$ cat src/rtl/hs_pkg.sv
package hs_pkg;
  typedef enum logic [1:0] {
    ST_IDLE = 2'd0,
    ST_WAIT = 2'd1,
    ST_REQ  = 2'd2,
    ST_SLOT = 2'd3
  } hs_state_t;
endpackage

$ cat src/rtl/hs_grant_timer.sv
module hs_grant_timer #(
  parameter int GNT_TMO = 24
) (
  input  logic clk,
  input  logic rst_n,
  input  logic run,
  output logic expire
);
  localparam int CW = (GNT_TMO > 2) ? $clog2(GNT_TMO) : 1;

  logic [CW-1:0] cnt;

  assign expire = run && (cnt == CW'(GNT_TMO - 1));

  always_ff @(posedge clk or negedge rst_n) begin
    if (!rst_n)               cnt <= '0;
    else if (!run || expire)  cnt <= '0;
    else                      cnt <= cnt + 1'b1;
  end


  tmr_fresh_chk: assert property (@(posedge clk) disable iff (!rst_n)
    $rose(run) |-> (cnt == '0));
endmodule

$ cat src/rtl/hs_slot_gen.sv
module hs_slot_gen #(
  parameter int SLOT_CYC = 6,
  parameter int STB_CYC  = 2
) (
  input  logic clk,
  input  logic rst_n,
  input  logic clear,
  input  logic start,
  output logic active,
  output logic last,
  output logic latch_pt,
  output logic stb_n
);
  localparam int CW      = $clog2(SLOT_CYC);
  localparam int OFS     = (SLOT_CYC - STB_CYC) / 2;
  localparam int STB_END = OFS + STB_CYC - 1;

  logic [CW-1:0] cnt, cnt_nx;
  logic          act_nx, in_win;

  assign last     = active && (cnt == CW'(SLOT_CYC - 1));
  assign latch_pt = active && (cnt == CW'(STB_END));

  always_comb begin
    act_nx = active;
    cnt_nx = cnt;
    if (clear) begin
      act_nx = 1'b0;
      cnt_nx = '0;
    end else if (start) begin
      act_nx = 1'b1;
      cnt_nx = '0;
    end else if (active) begin
      if (last) begin
        act_nx = 1'b0;
        cnt_nx = '0;
      end else begin
        cnt_nx = cnt + 1'b1;
      end
    end
  end

  assign in_win = act_nx && (cnt_nx >= CW'(OFS)) && (cnt_nx <= CW'(STB_END));

  always_ff @(posedge clk or negedge rst_n) begin
    if (!rst_n) begin
      active <= 1'b0;
      cnt    <= '0;
      stb_n  <= 1'b1;
    end else begin
      active <= act_nx;
      cnt    <= cnt_nx;
      stb_n  <= ~in_win;
    end
  end


  stb_in_slot_chk: assert property (@(posedge clk) disable iff (!rst_n)
    !stb_n |-> active);


  no_restart_chk: assert property (@(posedge clk) disable iff (!rst_n)
    start |-> !active);
endmodule

$ cat src/rtl/hs_word_tracker.sv
module hs_word_tracker #(
  parameter int WCW = 5
) (
  input  logic           clk,
  input  logic           rst_n,
  input  logic           load,
  input  logic [WCW-1:0] wc_field,
  input  logic           dec,
  output logic           last_word
);
  localparam int RW = WCW + 1;

  logic [RW-1:0] rem;

  assign last_word = (rem == RW'(1));

  always_ff @(posedge clk or negedge rst_n) begin
    if (!rst_n)
      rem <= '0;
    else if (load)
      rem <= (wc_field == '0) ? RW'(1 << WCW) : {1'b0, wc_field};
    else if (dec)
      rem <= rem - 1'b1;
  end


  no_underflow_chk: assert property (@(posedge clk) disable iff (!rst_n)
    dec |-> (rem != '0));
endmodule

$ cat src/rtl/xfer_handshake.sv
module xfer_handshake
  import hs_pkg::*;
#(
  parameter int DW       = 16,
  parameter int WCW      = 5,
  parameter int GNT_TMO  = 24,
  parameter int SLOT_CYC = 6,
  parameter int STB_CYC  = 2
) (
  input  logic           clk,
  input  logic           rst_n,
  input  logic           msg_start,
  input  logic [WCW-1:0] wc_field,
  input  logic           host_src,
  input  logic           word_rdy,
  input  logic [DW-1:0]  core_word,
  input  logic [DW-1:0]  host_word,
  input  logic           grant_n,
  output logic           req_n,
  output logic           in_cmd,
  output logic           cmd_n_data,
  output logic           stb_n,
  output logic           hs_fail_n,
  output logic [DW-1:0]  xfer_word,
  output logic           word_done
);
  hs_state_t state;
  logic      is_cmd, src_q;
  logic      expire, slot_act, slot_last, latch_pt, last_word;
  logic      slot_start, data_dec;

  assign slot_start = !msg_start && (state == ST_REQ) && !grant_n;
  assign data_dec   = !msg_start && (state == ST_SLOT) && slot_last && !is_cmd;
  assign cmd_n_data = ~is_cmd;

  hs_grant_timer #(.GNT_TMO(GNT_TMO)) u_tmr (
    .clk    (clk),
    .rst_n  (rst_n),
    .run    (state == ST_REQ),
    .expire (expire)
  );

  hs_slot_gen #(.SLOT_CYC(SLOT_CYC), .STB_CYC(STB_CYC)) u_slot (
    .clk      (clk),
    .rst_n    (rst_n),
    .clear    (msg_start),
    .start    (slot_start),
    .active   (slot_act),
    .last     (slot_last),
    .latch_pt (latch_pt),
    .stb_n    (stb_n)
  );

  hs_word_tracker #(.WCW(WCW)) u_wc (
    .clk       (clk),
    .rst_n     (rst_n),
    .load      (msg_start),
    .wc_field  (wc_field),
    .dec       (data_dec),
    .last_word (last_word)
  );

  always_ff @(posedge clk or negedge rst_n) begin
    if (!rst_n) begin
      state     <= ST_IDLE;
      is_cmd    <= 1'b0;
      src_q     <= 1'b0;
      in_cmd    <= 1'b0;
      req_n     <= 1'b1;
      hs_fail_n <= 1'b1;
      xfer_word <= '0;
      word_done <= 1'b0;
    end else begin
      word_done <= 1'b0;
      if (msg_start) begin
        state     <= ST_WAIT;
        is_cmd    <= 1'b1;
        src_q     <= host_src;
        in_cmd    <= 1'b1;
        req_n     <= 1'b1;
        hs_fail_n <= 1'b1;
      end else begin
        unique case (state)
          ST_IDLE: ;
          ST_WAIT: if (word_rdy) begin
            state <= ST_REQ;
            req_n <= 1'b0;
            if (is_cmd || !src_q) xfer_word <= core_word;
          end
          ST_REQ: begin
            if (!grant_n) begin
              state <= ST_SLOT;
            end else if (expire) begin
              state     <= ST_IDLE;
              req_n     <= 1'b1;
              hs_fail_n <= 1'b0;
              in_cmd    <= 1'b0;
              is_cmd    <= 1'b0;
            end
          end
          ST_SLOT: begin
            if (latch_pt && !is_cmd && src_q) xfer_word <= host_word;
            if (slot_last) begin
              req_n     <= 1'b1;
              word_done <= 1'b1;
              if (is_cmd) begin
                is_cmd <= 1'b0;
                state  <= ST_WAIT;
              end else if (last_word) begin
                state  <= ST_IDLE;
                in_cmd <= 1'b0;
              end else begin
                state  <= ST_WAIT;
              end
            end
          end
          default: state <= ST_IDLE;
        endcase
      end
    end
  end


  req_hold_chk: assert property (@(posedge clk) disable iff (!rst_n)
    (state == ST_SLOT) |-> (!req_n && slot_act));


  fail_sticky_chk: assert property (@(posedge clk) disable iff (!rst_n)
    (!hs_fail_n && !msg_start) |=> !hs_fail_n);


  cmd_line_chk: assert property (@(posedge clk) disable iff (!rst_n)
    !cmd_n_data |-> in_cmd);


  idle_req_chk: assert property (@(posedge clk) disable iff (!rst_n)
    !in_cmd |-> req_n);
endmodule

$ cat config.mk
export PLATFORM = sky130hd
export DESIGN_NAME = xfer_handshake
export DESIGN_NICKNAME = d
export VERILOG_FILES = /design/src/rtl/hs_pkg.sv /design/src/rtl/hs_grant_timer.sv /design/src/rtl/hs_slot_gen.sv /design/src/rtl/hs_word_tracker.sv /design/src/rtl/xfer_handshake.sv
export SDC_FILE = /design/constraint.sdc
export NUM_CORES = 1
export LEC_CHECK = 0
export BUFFER_PORTS_ARGS = -buffer_cell sky130_fd_sc_hd__buf_2
export CAP_MARGIN = 20
export CORE_ASPECT_RATIO = 0.75
export CORE_MARGIN = 4
export CORE_UTILIZATION = 55
export CTS_BUF_LIST = sky130_fd_sc_hd__clkbuf_4
export DETAILED_ROUTE_END_ITERATION = 10
export GPL_TIMING_DRIVEN = 0
export HOLD_SLACK_MARGIN = 0.06
export PLACE_DENSITY = 0.8
export SYNTH_ARGS = -nofsm -noshare
export SYNTH_HDL_FRONTEND = slang
export SYNTH_SLANG_ARGS = --single-unit
$ cat constraint.sdc
create_clock -name clk -period 3.57 [get_ports clk]
set_clock_uncertainty 0.15 [all_clocks]
set_input_delay 0 -clock clk [delete_from_list [all_inputs] [get_ports clk]]
set_output_delay 0 -clock clk [all_outputs]
set_load 0.01 [all_outputs]
==> results by group <==
Global route
  • Largest net degree at the start of global routing: 41
  • Initial antenna violation count: 0
  • Vias in the first global route: 2202
  • First-pass GRT wire length: 10900 um
  • GRT overflow: 0
  • Gr usage total: 28.0%

Setup path
  • Crit Path Category: register to register
  • CP max stage delay: 0.58 ns
  • R2R setup slack: 0.27 ns
  • Critical Path AT: 3.38 ns
  • Critical path, cell by cell: ha_1 > buf_1 > mux2_2 > dlygate4sd3_1 > mux2_2 > dlygate4sd3_1
  • RR Startpoint: state[1]
  • Worst path slowest cell: dlygate4sd3_1
  • Reg-to-Reg End: xfer_word[3]
  • Startpoint types: register
  • Worst Setup SP: state[1]
  • R2R cell count: 6
  • Crit end category: register
  • Worst setup path endpoint: xfer_word[3]
  • Crit path max fanout: 10
  • Worst EP required: 3.65 ns

Place
  • Dpl cells: 309
  • Gpl congestion: 0.846
  • DP HPWL: 3390 um
  • PortBufs: 64
  • Setup WS pre-CTS: 1.05 ns
  • DP Area: 2560 sq um

Yosys
  • Simple-gate share of the synthesized area: 14.9%
  • Mean Syn Cell Area: 11.3 sq um
  • Share of the synthesized area in the top cell type: 42.5%
  • XOR/XNOR Fraction of Synth Area: 1.21%
  • Syn_nets: 245
  • Sequential element share of the synthesized area: 46.1%
  • Gate Count Post-Synth: 193
  • Synth cell types: 42
  • Async set or reset register ratio after synthesis: 100%
  • Adder-Cell Fraction of Synth Area: 5.17%
  • Yosys warnings: 0
  • Mux share of post-synthesis cell area: 20.2%
  • Compound-cell area share of the yosys netlist: 8.55%
  • Synth cell count leaders: dfrtp_1 (37), mux2_2 (24), nand2_1 (19)
  • Most numerous cell in the Yosys netlist: dfrtp_1
  • Largest family of logic cells by synthesized area: multiplexers
  • Main area contributors after synthesis: dfrtp_1 (42%), mux2_2 (12%), mux2_4 (6.9%), ha_1 (5.2%), dfstp_2 (3.6%)
  • Area leader, netlist: dfrtp_1
  • Cell Area, Synth: 2180 sq um
  • Top FF cell, synth: dfrtp_1
  • Yosys reg bits: 40
  • Post-synth EDFFs: 0

Timing
  • Slew Viols, Final: 0
  • Final Critical Period: 3.30 ns
  • Final WS setup: 0.274 ns
  • RSZ-0062 raised after global routing: no
  • Tcrit/Tclk final: 92.3%
  • Pin slew with the least headroom to its limit: 0.903 ns
  • # setup viols final: 0
  • Final hold violations: 0
  • Final setup TNS: 0 ns
  • Fmax: 0.303 GHz
  • Rel. slew slack: 39.3%

Cells and area
  • Register Area: 1000 sq um
  • Share of layout cells above drive strength 1: 36.6%
  • Fillcell total: 207
  • Layout Nets: 360
  • Design Area, Final: 3080 sq um
  • Diode count: 0
  • Utilization after layout: 82.5%
  • Non-filler instance count after layout: 361
  • Area delta synth->final: 41.3%
  • Multi-input gate area: 1090 sq um

Clock tree
  • Root Buffer: clkbuf_4
  • H-tree depth: 2
  • Cts bufs inserted: 5
  • Clock transition at path regs: 0.12 ns
  • Hold buffer count at CTS: 44
  • Sink Count: 40
  • CTS tree: built
  • Post-CTS Setup Bufs: 0
  • Post-CTS sizing: 0
  • Maximum root-to-sink buffer count: 2
  • Clk Latency, worst-skew pair: 0.34 ns

Flow run
  • Maxcap violations: 0

Route
  • Via/cell ratio: 5.58
  • Per-cell routed wire length: 17.6 um
  • Via Count: 2015
  • Final ANT Viol Nets: 0
  • DRC: 0
  • DR pass1 iterations: 5
  • Initial DRC Count: 250
  • Total Routed Length: 6360 um

Floorplan
  • Top-Level Pins: 65
  • Rows: 19
  • CORE AREA: 3730 sq um
  • Die area: 5040 sq um
  • DIE HEIGHT: 62.5 um
  • Starting Density: 58.4%
  • Die width: 80.7 um

Power
  • Leakage: 0.00142 uW
  • Worst VDD drop: 628 uV
  • P per Cell Area: 573 nW/um^2

Hold path
  • Hold Path Class: input pin to register

Outcome
  • Status: finished clean
power breakdown:
part	switching, uW	internal, uW
combinational	363	443
sequential	88.0	581
clock	147	143
cell type report:
| type | count | area share, % |
|---|---|---|
| Multi-Input combinational cell | 135 | 35.4 |
| Clock buffer | 5 | 1.22 |
| Timing Repair Buffer | 108 | 24.7 |
| Clock inverter | 3 | 1.22 |
| Tap cell | 52 | 2.11 |
| Sequential cell | 40 | 32.6 |
| Buffer | 7 | 1.42 |
| Inverter | 11 | 1.34 |
logic make-up (layout without fill, tap and decap cells):
logic type               count (synthesis)  after routing
AO/OA/AOI/OAI                           25             25
adder cells (fa/ha/maj)                  9              9
XOR/XNOR                                 3              3
AND/OR/NAND/NOR                         62             62
buffers and inverters                   18            134
flip-flops                              40             40
multiplexers                            36             36
through the flow:
stage,hold WS [ns],total power (uW)
after CTS,0.0797,1710
after global placement,0.00495,1310
final,0.129,1770
after global routing,0.140,1860
after floorplan,-0.446,1110
after detailed placement,0.0118,1320
placed cells by master, fill, tap and decap left out, drive strengths merged, types with 2 or more instances in the layout:
cell         netlist  routed
a32oi              2       2
mux2              34      34
nand2b             4       4
nand4b             3       3
dfstp              3       3
mux2i              2       2
and2               2       2
a21oi              5       5
dfrtp             37      37
nor2b              4       4
clkbuf             5      10
a211o              2       2
o21ai              3       3
a211oi             2       2
ha                 9       9
inv               11      11
a31oi              2       2
o211ai             2       2
o311ai             3       3
nor3               7       7
buf                2      66
dlygate4sd3        0      44
xor2               2       2
nand2             19      19
nand3              4       4
clkinv             0       2
nor2              12      12
worst max-delay path: cells and delay by family, from the launching register on:
kind / cells / cell delay, ns
buffers and inverters: 3 / 1.63
multiplexers: 2 / 0.66
flip-flops: 1 / 0.47
adder cells (fa/ha/maj): 1 / 0.28
how the worst min path moves through the flow:
stage / endpoint / startpoint / cells past startpoint
after floorplan: in_cmd / rst_n / 0
after detailed placement: xfer_word[5] / rst_n / 1
after CTS: req_n / word_rdy / 5
after global placement: xfer_word[8] / rst_n / 1
final: req_n / word_rdy / 5
after global routing: xfer_word[2] / word_rdy / 4
registers in the layout, summed over array words and instances (netlist names):
signal         count
u_slot.active      1
word_done          1
u_wc.rem           6
u_slot.stb_n       1
u_tmr.cnt          5
is_cmd             1
hs_fail_n          1
in_cmd             1
xfer_word         16
req_n              1
state              2
u_slot.cnt         3
src_q              1
per-layer routing:
layer / vias up / global-route usage, % / wire, um
met3: 24 / 9.65 / 596
met5: - / 0 / 0
met2: 117 / 43.6 / 3070
met1: 956 / 35.7 / 2500
met4: 0 / 10.8 / 190
li1: 918 / - / -
Note: power is estimated with default switching activity, not from simulation.
